[src/rtl/rdymon_pkg.sv]
package rdymon_pkg;

   typedef enum logic {
      ACT_ANY_EDGE  = 1'b0,
      ACT_RISE_ONLY = 1'b1
   } act_mode_e;

   function automatic int unsigned cnt_width(input int unsigned maxv);
      return (maxv < 1) ? 1 : $clog2(maxv + 1);
   endfunction

endpackage

[src/rtl/rdymon_sync.sv]
module rdymon_sync #(
   parameter int unsigned STAGES = 2
) (
   input  logic clk,
   input  logic rst_n,
   input  logic d,
   output logic q
);
   if (STAGES < 2) begin : g_bad_stages
      $error("rdymon_sync: STAGES must be at least 2");
   end

   logic [STAGES-1:0] chain;

   always_ff @(posedge clk or negedge rst_n) begin
      if (!rst_n) chain <= '0;
      else        chain <= {chain[STAGES-2:0], d};
   end

   assign q = chain[STAGES-1];
endmodule

[src/rtl/rdymon_activity.sv]
module rdymon_activity #(
   parameter int unsigned          STOP_TIMEOUT = 6,
   parameter rdymon_pkg::act_mode_e MODE        = rdymon_pkg::ACT_ANY_EDGE
) (
   input  logic clk,
   input  logic rst_n,
   input  logic clk_lvl,
   output logic rise,
   output logic stopped
);
   import rdymon_pkg::*;

   localparam int unsigned GW = cnt_width(STOP_TIMEOUT);
   localparam logic [GW-1:0] GAP_MAX = GW'(STOP_TIMEOUT);

   if (STOP_TIMEOUT < 2) begin : g_bad_timeout
      $error("rdymon_activity: STOP_TIMEOUT must be at least 2");
   end

   logic          prev_lvl;
   logic          alive;
   logic [GW-1:0] gap;

   always_ff @(posedge clk or negedge rst_n) begin
      if (!rst_n) prev_lvl <= 1'b0;
      else        prev_lvl <= clk_lvl;
   end

   assign rise = clk_lvl & ~prev_lvl;

   if (MODE == ACT_RISE_ONLY) begin : g_rise_only
      assign alive = rise;
   end else begin : g_any_edge
      logic fall;
      assign fall  = ~clk_lvl & prev_lvl;
      assign alive = rise | fall;
   end

   always_ff @(posedge clk or negedge rst_n) begin
      if (!rst_n)              gap <= '0;
      else if (alive)          gap <= '0;
      else if (gap != GAP_MAX) gap <= gap + 1'b1;
   end

   assign stopped = (gap == GAP_MAX);

   assert_edge_revives_R6: assert property (@(posedge clk) disable iff (!rst_n)
      alive |=> !stopped);
   assert_gap_bounded_R6: assert property (@(posedge clk) disable iff (!rst_n)
      gap <= GAP_MAX);
endmodule

[src/rtl/rdymon_init_timer.sv]
module rdymon_init_timer #(
   parameter int unsigned INIT_CYCLES = 4000
) (
   input  logic clk,
   input  logic rst_n,
   input  logic stopped,
   output logic done
);
   import rdymon_pkg::*;

   localparam int unsigned IW = cnt_width(INIT_CYCLES);
   localparam logic [IW-1:0] LAST = IW'(INIT_CYCLES - 1);

   if (INIT_CYCLES < 1) begin : g_bad_init
      $error("rdymon_init_timer: INIT_CYCLES must be at least 1");
   end

   logic [IW-1:0] cnt;

   always_ff @(posedge clk or negedge rst_n) begin
      if (!rst_n) begin
         cnt  <= '0;
         done <= 1'b0;
      end else if (!done) begin
         if (stopped) begin
            cnt <= '0;
         end else if (cnt == LAST) begin
            done <= 1'b1;
         end else begin
            cnt <= cnt + 1'b1;
         end
      end
   end

   assert_once_only_R3: assert property (@(posedge clk) disable iff (!rst_n)
      done |=> done);
   assert_restart_on_stop_R6: assert property (@(posedge clk) disable iff (!rst_n)
      (stopped && !done) |=> (cnt == '0 && !done));
endmodule

[src/rtl/rdymon_lock_counter.sv]
module rdymon_lock_counter #(
   parameter int unsigned LOCK_EDGES = 2048
) (
   input  logic clk,
   input  logic rst_n,
   input  logic enable,
   input  logic stopped,
   input  logic rise,
   output logic locked
);
   import rdymon_pkg::*;

   localparam int unsigned LW = cnt_width(LOCK_EDGES);
   localparam logic [LW-1:0] LOCK_MAX = LW'(LOCK_EDGES);

   if (LOCK_EDGES < 1) begin : g_bad_lock
      $error("rdymon_lock_counter: LOCK_EDGES must be at least 1");
   end

   logic [LW-1:0] cnt;

   always_ff @(posedge clk or negedge rst_n) begin
      if (!rst_n)                        cnt <= '0;
      else if (!enable || stopped)       cnt <= '0;
      else if (rise && cnt != LOCK_MAX)  cnt <= cnt + 1'b1;
   end

   assign locked = (cnt == LOCK_MAX);

   assert_lock_bounded_R4: assert property (@(posedge clk) disable iff (!rst_n)
      cnt <= LOCK_MAX);
   assert_clear_on_disable_R5: assert property (@(posedge clk) disable iff (!rst_n)
      !enable |=> (cnt == '0));
   assert_clear_on_stop_R6: assert property (@(posedge clk) disable iff (!rst_n)
      stopped |=> !locked);
endmodule

[src/rtl/dll_ready_monitor.sv]
module dll_ready_monitor #(
   parameter int unsigned           INIT_CYCLES  = 4000,
   parameter int unsigned           LOCK_EDGES   = 2048,
   parameter int unsigned           STOP_TIMEOUT = 6,
   parameter int unsigned           SYNC_STAGES  = 2,
   parameter rdymon_pkg::act_mode_e ACT_MODE     = rdymon_pkg::ACT_ANY_EDGE
) (
   input  logic ref_clk,
   input  logic por_n,
   input  logic in_clk,
   input  logic dll_en,
   input  logic cmd_req,
   output logic ready,
   output logic cmd_err
);
   logic clk_lvl;
   logic en_lvl;
   logic rise;
   logic stopped;
   logic init_done;
   logic locked;

   rdymon_sync #(.STAGES(SYNC_STAGES)) u_clk_sync (
      .clk(ref_clk), .rst_n(por_n), .d(in_clk), .q(clk_lvl));

   rdymon_sync #(.STAGES(SYNC_STAGES)) u_en_sync (
      .clk(ref_clk), .rst_n(por_n), .d(dll_en), .q(en_lvl));

   rdymon_activity #(.STOP_TIMEOUT(STOP_TIMEOUT), .MODE(ACT_MODE)) u_activity (
      .clk(ref_clk), .rst_n(por_n), .clk_lvl(clk_lvl),
      .rise(rise), .stopped(stopped));

   rdymon_init_timer #(.INIT_CYCLES(INIT_CYCLES)) u_init (
      .clk(ref_clk), .rst_n(por_n), .stopped(stopped), .done(init_done));

   rdymon_lock_counter #(.LOCK_EDGES(LOCK_EDGES)) u_lock (
      .clk(ref_clk), .rst_n(por_n), .enable(en_lvl), .stopped(stopped),
      .rise(rise), .locked(locked));

   assign ready = init_done & locked;

   always_ff @(posedge ref_clk or negedge por_n) begin
      if (!por_n)                  cmd_err <= 1'b0;
      else if (cmd_req && !ready)  cmd_err <= 1'b1;
   end

   assert_err_on_early_cmd_R7: assert property (@(posedge ref_clk) disable iff (!por_n)
      (cmd_req && !ready) |=> cmd_err);
   assert_err_sticky_R8: assert property (@(posedge ref_clk) disable iff (!por_n)
      cmd_err |=> cmd_err);
   assert_no_spurious_err_R7: assert property (@(posedge ref_clk) disable iff (!por_n)
      (!cmd_err && !cmd_req) |=> !cmd_err);
   assert_ready_needs_lock_R1: assert property (@(posedge ref_clk) disable iff (!por_n)
      $rose(ready) |-> en_lvl);
endmodule

[config.mk]
export PLATFORM = sky130hd
export DESIGN_NAME = dll_ready_monitor
export DESIGN_NICKNAME = d
export VERILOG_FILES = /design/src/rtl/rdymon_pkg.sv /design/src/rtl/rdymon_sync.sv /design/src/rtl/rdymon_activity.sv /design/src/rtl/rdymon_init_timer.sv /design/src/rtl/rdymon_lock_counter.sv /design/src/rtl/dll_ready_monitor.sv
export SDC_FILE = /design/constraint.sdc
export NUM_CORES = 1
export LEC_CHECK = 0
export CAP_MARGIN = 20
export CELL_PAD_IN_SITES_DETAIL_PLACEMENT = 1
export CELL_PAD_IN_SITES_GLOBAL_PLACEMENT = 1
export CORE_ASPECT_RATIO = 1.75
export CORE_UTILIZATION = 46
export CTS_CLUSTER_SIZE = 24
export DETAILED_ROUTE_END_ITERATION = 12
export PLACE_DENSITY_LB_ADDON = 0.1
export RECOVER_POWER = 50
export SLEW_MARGIN = 20
export SYNTH_ARGS = -nofsm -noshare
export SYNTH_HDL_FRONTEND = slang
export SYNTH_SLANG_ARGS = --single-unit
[constraint.sdc]
create_clock -name ref_clk -period 3.11 [get_ports ref_clk]
set_input_delay 0.622 -clock ref_clk [delete_from_list [all_inputs] [get_ports ref_clk]]
set_output_delay 0.622 -clock ref_clk [all_outputs]
set_load 0.05 [all_outputs]
Word level (Yosys, flattened, before mapping). Cells that the tools add are included.

Register bits: 34. Bits in latches: 0. Memory bits (writable): 0. Bits in read-only memories: 0. Input bits: 5. Output and inout port bits: 2. Word-level logic and storage cells: 41. Memories kept: 0.

Add/sub/neg operators: 3. Multipliers: 0. Div/mod/pow operators: 0. Magnitude comparators: 0. Equality and inequality tests: 6. Shift operators: 0. Multiplexer cells: 9. Bitwise operators: 7. Reductions and logical operators: 8.

Operators by type and width (count): $mux 12 (4); $add 12x1->12 const B (2); $eq 12x12->1 const B (2); $ne 12x12->1 const B (1); $mux 3 (2); $reduce_bool 2->1 (2); $add 3x1->3 const B (1); $and 1x1->1 (3); $eq 3x3->1 const B (1); $mux 1 (3); $ne 3x3->1 const B (1); $not 1->1 (3); $logic_and 1x1->1 (2); $logic_not 1->1 (2); $ne 2x1->1 const B (1); $reduce_and 2->1 (1); $logic_or 1x1->1 (1); $or 1x1->1 (1).

Depth between registers and ports, before layout. Gate-level depths: netlist (run 1).

Depth after elaboration: 5. Mapped depth: 7. Depth with buffers taken out: 6.

By module. From an unflattened synthesis (run 1), not the netlist that was laid out.

Cell total of the unflattened synthesis: 186. Area total of the unflattened synthesis: 1850.5 sq um.

Modules (own cells, without submodules): rdymon_init_timer (instances 1, cells an instance 81, area an instance 768.2 sq um, seq. area each 325.3 sq um); rdymon_lock_counter (instances 1, cells an instance 78, area an instance 730.7 sq um, seq. area each 300.3 sq um); rdymon_activity (instances 1, cells an instance 19, area an instance 211.5 sq um, seq. area each 100.1 sq um); rdymon_sync (instances 2, cells an instance 2, area an instance 50.0 sq um, seq. area each 50.0 sq um); dll_ready_monitor (instances 1, cells an instance 4, area an instance 40.0 sq um, seq. area each 25.0 sq um).

Worst setup path before layout (run 1). Ideal clock, no wire load.

Path kind: register to output. Start point: register u_lock.cnt[3]. End point: output ready. Arrival: 1356 ps. Required time: 2488 ps. Path slack: 1132 ps. Cell stages (with the launch flop): 5. Path buffers: 0. Path through: dfrtp_1 > nor4b_1 > and4_1 > nand2_1 > inv_1.

Word-level cells in the longest chain between the ends: 2.

Ends and longest elaborated chain: start, declared (line rdymon_lock_counter.sv:20) `logic [LW-1:0] cnt;`; start signal, assigned (line rdymon_lock_counter.sv:25) `else if (rise && cnt != LOCK_MAX) cnt <= cnt + 1'b1;`; $eq 12x12->1 (line rdymon_lock_counter.sv:28) `assign locked = (cnt == LOCK_MAX);`; $and 1x1->1 (line dll_ready_monitor.sv:40) `assign ready = init_done & locked;`; end, declared (line dll_ready_monitor.sv:13) `output logic ready,`.

No other way between the ends.

Worst setup path in the final report (run 1). Ends and elaborated chain as after synthesis.

==> results of run 1 <==
-- layer usage --
layer	up-vias	wire [um]	GRT usage (%)
li1	646	-	-
met1	684	1519	24.58
met2	9	2310	42.89
met3	6	53	3.279
met4	0	71	9.358
met5	-	0	0
-- state kept, by name, indices dropped and copies added (netlist names) --
name / count
u_en_sync.chain: 2
u_init.done: 1
u_lock.cnt: 12
u_init.cnt: 12
u_activity.gap: 3
cmd_err: 1
u_clk_sync.chain: 2
u_activity.prev_lvl: 1
-- cells by family after synthesis --
kind of cell,count (synthesis),synth area share [%]
simple gates,69,21.65
compound gates,37,15.20
flops,34,48.75
buf+inv,16,3.800
xor+xnor,9,4.516
fa+ha+maj,6,4.301
mux,3,1.792
-- synthesized netlist by cell type, types with 3 or more instances --
library cell	instances	share of area, %
and3_1	4	1.4
dfrtp_1	34	49
nand2_1	18	3.9
or3_1	3	1.1
xor2_1	5	2.5
nand3_1	7	2.0
o21ai_1	3	0.86
xnor2_1	4	2.0
nor3_1	4	1.1
ha_1	6	4.3
o21ai_0	9	2.6
clkbuf_1	3	0.65
inv_1	10	2.2
a21oi_1	8	2.3
nand4_1	9	3.2
a31oi_1	3	1.1
nor2_1	10	2.2
-- layout by cell type, fill, tap and decap left out, types with 5 or more instances in the layout --
cell      count
dfrtp_1      34
nand2_1      18
inv_1        10
nor2_1       10
nand4_1       9
o21ai_0       9
a21oi_1       8
nand3_1       7
ha_1          6
clkbuf_8      6
xor2_1        5
-- worst max-delay path, stage by stage (launching register included) --
cell and delay [ns]:
dfrtp_1 0.44, nor4b_1 0.38, and4_1 0.29, nand2_1 0.09, inv_1 0.06, clkdlybuf4s50_1 0.79
-- stage by stage --
step / hold WS [ns] / cell area (sq um) / power [mW]
floorplan: 0.3264 / 1745 / 0.7292
global placement: 0.3345 / 1849 / 0.7724
detailed placement: 0.3363 / 1849 / 0.7905
CTS: 0.3489 / 1941 / 1.129
global route: 0.3543 / 1937 / 1.191
finish: 0.3460 / 1937 / 1.113
-- worst paths after layout --
| kind | endpoint | cells past startpoint | startpoint | slack, ns |
|---|---|---|---|---|
| worst min register to register | u_clk_sync.chain[1] | 0 | u_clk_sync.chain[0] | 0.35 |
| worst max register to register | u_init.cnt[4] | 6 | u_activity.gap[0] | 1.18 |
| max in group asynchronous | u_en_sync.chain[0] | 2 | por_n | 0.70 |
| min in group asynchronous | u_lock.cnt[9] | 2 | por_n | 1.37 |
| worst max-delay path | ready | 5 | u_lock.cnt[3] | 0.16 |
| worst min-delay path | u_clk_sync.chain[1] | 0 | u_clk_sync.chain[0] | 0.35 |
-- power by group through the flow --
| stage | registers, mW | logic, mW | clock network, mW |
|---|---|---|---|
| floorplan | 0.549 | 0.180 | 0 |
| global placement | 0.589 | 0.183 | 0 |
| detailed placement | 0.592 | 0.198 | 0 |
| CTS | 0.585 | 0.197 | 0.346 |
| global route | 0.603 | 0.226 | 0.362 |
| finish | 0.588 | 0.191 | 0.334 |
-- cell type report --
class                           instances  area [sq um]  area share, %
Clock buffer                            7         86.33          4.457
Timing Repair Buffer                    8         71.32          3.682
Tap cell                               46         57.56          2.972
Inverter                               10         37.54          1.938
Multi-Input combinational cell        124         828.3          42.76
Clock inverter                          1         5.005         0.2584
Sequential cell                        34         850.8          43.93
==> flow_metrics.env, run 1 <==
export IMPL_status="finished with violations"
export IMPL_violations="max-capacitance violations, max-slew violations"
export IMPL_wl_per_cell_um=17.19
export IMPL_switchingPower_mw=0.3517
export IMPL_yosysWarningCount=0
export IMPL_core_area_sq_um=3628
export IMPL_fin_nets=194
export IMPL_ir_worst_vdd_uv=367.2
export IMPL_synth_distinct_cells=44
export IMPL_fin_worst_skew_ns=0.007843
export IMPL_critPathMaxFanout=6
export IMPL_clk_latency_ns=0.28
export IMPL_num_rows=29
export IMPL_cp_required_ns=2.49
export IMPL_cp_start_kind="flip-flop"
export IMPL_tightest_slew_ns=1.820
export IMPL_post_route_min_period_ns=2.954
export IMPL_slew_viol_final=35
export IMPL_syn_num_nets=185
export IMPL_cts_setup_buffers=0
export IMPL_fin_ws_ns=0.1561
export IMPL_cts_sinks=34
export IMPL_grt_max_degree=35
export IMPL_first_pass_iters=4
export IMPL_via_per_inst=5.848
export IMPL_antenna_found_initial=0
export IMPL_relSlewSlack_pct=-21.36
export IMPL_p_int_mw=0.7609
export IMPL_dp_hpwl_mm=2.973
export IMPL_pwr_share_seq_pct=52.8
export IMPL_vias=1345
export IMPL_avgSynthCellArea_sq_um=10.03
export IMPL_syn_cell_area_sq_um=1745
export IMPL_fin_cells=230
export IMPL_n_fill_cell=440
export IMPL_pre_cts_ws_ns=0.4638
export IMPL_gp_congestion=0.7722
export IMPL_design_portCount=7
export IMPL_grt_pass1_wl_mm=7.010
export IMPL_netlist_instances=174
export IMPL_dp_cells=222
export IMPL_ys_flop_type="dfrtp_1"
export IMPL_drc=0
export IMPL_final_hold_viol_count=0
export IMPL_drive_gt1_share_pct=8.696
export IMPL_end_kind="primary output"
export IMPL_cts_buffers=5
export IMPL_hp_class="flip-flop to flip-flop"
export IMPL_antenna_cells=0
export IMPL_p_per_area_nw_per_um2=574.4
export IMPL_clock_root_buffer="clkbuf_8"
export IMPL_worstSetupPathType="flip-flop to primary output"
export IMPL_async_reset_ff_share_pct=100.0
export IMPL_drt_iter0_drc=20
export IMPL_post_cts_resized=0
export IMPL_fin_crit_sh_pct=94.98
export IMPL_area_growth_pct=10.97
export IMPL_routed_wl_mm=3.954
export IMPL_grt_pass1_vias=1457
export IMPL_dieArea_sq_um=4054
export IMPL_rsz0062_at_grt="false"
export IMPL_port_buffers=6
export IMPL_holdBufCountCts=0
export IMPL_arrival_ns=2.33
export IMPL_p_leak_nw=0.8502
export IMPL_cts_tree="built"
export IMPL_antenna_left=0
export IMPL_p_comb_share_pct=17.2
export IMPL_setup_tns_ns=0
export IMPL_p_sw_share_pct=31.61
export IMPL_start_util_pct=48.10
export IMPL_clkPwrFrac_pct=30.0
export IMPL_cap_violations=1
export IMPL_chipWidth_um=48.57
export IMPL_synth_yosys_seq_area_share_pct=48.75
export IMPL_htreeDepth=2
export IMPL_clk_pin_slew_ns=0.07
export IMPL_setup_violations=0
export IMPL_final_util_pct=53.38
export IMPL_max_clock_path_buffers=2
export IMPL_die_height_um=83.49
export IMPL_grt_use_total_pct=22.72
export IMPL_ys_seq_elements=34
export IMPL_grt_remaining_overflow=0
export IMPL_fmaxAchievable_mhz=338.5
export IMPL_synth_edff_count=0
(Power assumes the default switching activity.)
==> run 2, diff against run 1 <==
--- a/config.mk
+++ b/config.mk
@@ -6,10 +6,10 @@
 export NUM_CORES = 1
 export LEC_CHECK = 0
 export CAP_MARGIN = 20
-export CELL_PAD_IN_SITES_DETAIL_PLACEMENT = 1
-export CELL_PAD_IN_SITES_GLOBAL_PLACEMENT = 1
+export CELL_PAD_IN_SITES_DETAIL_PLACEMENT = 0
+export CELL_PAD_IN_SITES_GLOBAL_PLACEMENT = 2
 export CORE_ASPECT_RATIO = 1.75
-export CORE_UTILIZATION = 46
+export CORE_UTILIZATION = 42
 export CTS_CLUSTER_SIZE = 24
 export DETAILED_ROUTE_END_ITERATION = 12
 export PLACE_DENSITY_LB_ADDON = 0.1
==> flow_metrics.env, run 2 (synthesis gave the netlist of run 1 again) <==
export IMPL_critPathMaxFanout=7
export IMPL_cts_tree="built"
export IMPL_design_portCount=7
export IMPL_antenna_cells=0
export IMPL_fin_crit_sh_pct=95.40
export IMPL_fmaxAchievable_mhz=337.1
export IMPL_rr_worst_depth=6
export IMPL_cp_start_kind="flip-flop"
export IMPL_post_route_min_period_ns=2.967
export IMPL_ir_worst_vdd_uv=434.6
export IMPL_antenna_left=0
export IMPL_final_util_pct=49.21
export IMPL_cp_required_ns=2.49
export IMPL_tightest_slew_ns=1.786
export IMPL_port_buffers=6
export IMPL_dp_cells=224
export IMPL_cts_setup_buffers=0
export IMPL_drt_iter0_drc=24
export IMPL_via_per_inst=5.694
export IMPL_grt_max_degree=35
export IMPL_p_per_area_nw_per_um2=568.0
export IMPL_drive_gt1_share_pct=8.696
export IMPL_grt_pass1_wl_mm=6.603
export IMPL_area_growth_pct=11.11
export IMPL_worstHoldPathCells=0
export IMPL_n_fill_cell=390
export IMPL_setup_tns_ns=0
export IMPL_fin_cells=232
export IMPL_drc=0
export IMPL_end_kind="primary output"
export IMPL_rsz0062_at_grt="false"
export IMPL_hold_path_end="u_clk_sync.chain[1]"
export IMPL_clk_pin_slew_ns=0.06
export IMPL_violations="max-capacitance violations, max-slew violations"
export IMPL_cts_buffers=5
export IMPL_cts_sinks=34
export IMPL_reg_top3="u_init.cnt: 12 flops, u_lock.cnt: 12 flops, u_activity.gap: 3 flops"
export IMPL_first_pass_iters=4
export IMPL_cap_violations=1
export IMPL_rr_startpoint="u_activity.gap[0]"
export IMPL_num_rows=30
export IMPL_arrival_ns=2.34
export IMPL_fin_nets=194
export IMPL_finalPower_mw=1.102
export IMPL_hp_class="flip-flop to flip-flop"
export IMPL_slew_viol_final=35
export IMPL_dp_hpwl_mm=2.767
export IMPL_grt_pass1_vias=1423
export IMPL_setup_violations=0
export IMPL_core_area_sq_um=3941
export IMPL_grt_use_total_pct=20.38
export IMPL_dpl_cell_area_sq_um=1852
export IMPL_worstSetupPathType="flip-flop to primary output"
export IMPL_start_util_pct=44.29
export IMPL_relSlewSlack_pct=-19.07
export IMPL_reg2reg_setup_slack_ns=1.20
export IMPL_design_area_sq_um=1939
export IMPL_dieArea_sq_um=4428
export IMPL_clk_latency_ns=0.28
export IMPL_htreeDepth=2
export IMPL_die_height_um=87.28
export IMPL_vias=1321
export IMPL_hp_start="u_clk_sync.chain[0]"
export IMPL_p_leak_nw=0.8502
export IMPL_holdBufCountCts=0
export IMPL_status="finished with violations"
export IMPL_antenna_found_initial=0
export IMPL_clock_root_buffer="clkbuf_8"
export IMPL_wl_per_cell_um=15.89
export IMPL_final_cell_mix="34 x dfrtp_1, 18 x nand2_1, 10 x inv_1, 10 x nor2_1"
export IMPL_fin_worst_skew_ns=0.006353
export IMPL_grt_remaining_overflow=0
export IMPL_r2r_end="u_init.cnt[4]"
export IMPL_chipWidth_um=50.73
export IMPL_final_common_cell="dfrtp_1"
export IMPL_max_clock_path_buffers=2
export IMPL_post_cts_resized=0
export IMPL_gp_congestion=0.7504
export IMPL_final_hold_viol_count=0
export IMPL_routed_wl_mm=3.686
## run 2: cell counts in the layout (fill, tap and decap cells not counted)
No cell type changed its count.
## run 2: worst max-delay path by stage
| stage | startpoint | endpoint | slack [ns] |
|---|---|---|---|
| floorplan | u_lock.cnt[3] | ready | 1.13 |
| global placement | u_lock.cnt[7] | ready | 0.44 |
| detailed placement | u_lock.cnt[7] | ready | 0.43 |
| CTS | u_lock.cnt[7] | ready | 0.13 |
| global route | u_lock.cnt[7] | ready | 0.02 |
| finish | u_lock.cnt[7] | ready | 0.14 |
## run 2: cell type report
type | instances | area [sq um] | share of cell area [%]
well taps | 48 | 60.06 | 3.097
inverters | 10 | 37.54 | 1.935
repair buffers | 8 | 71.32 | 3.677
flip-flops and latches | 34 | 850.8 | 43.87
multi-input cells | 124 | 828.3 | 42.71
clock buffers | 7 | 86.33 | 4.452
clock inverters | 1 | 5.005 | 0.2581
## run 2: power by group
| group | switching, mW | internal (mW) |
|---|---|---|
| sequential | 0.0871 | 0.499 |
| combinational | 0.104 | 0.0848 |
| clock | 0.148 | 0.178 |
## run 2: critical path, stage by stage (launching register included)
cell and delay, ns:
dfrtp_1 0.44, nor4_1 0.42, and4_1 0.29, nand2_1 0.08
inv_1 0.06, clkdlybuf4s50_1 0.79
## run 2: routing by layer
metal | vias up | share of wire (%) | global-route usage (%)
li1 | 644 | - | -
met2 | 12 | 59 | 38.91
met3 | 7 | 1.5 | 3.316
met5 | - | 0 | 0
met4 | 0 | 2.8 | 10.35
met1 | 658 | 37 | 20.45
## run 2: through the flow
stage                     setup WS, ns  hold slack [ns]
after floorplan                  1.132           0.3264
after global placement          0.4352           0.3387
after detailed placement        0.4319           0.3347
after CTS                       0.1268           0.3494
after global routing           0.01599           0.3594
final                           0.1431           0.3481
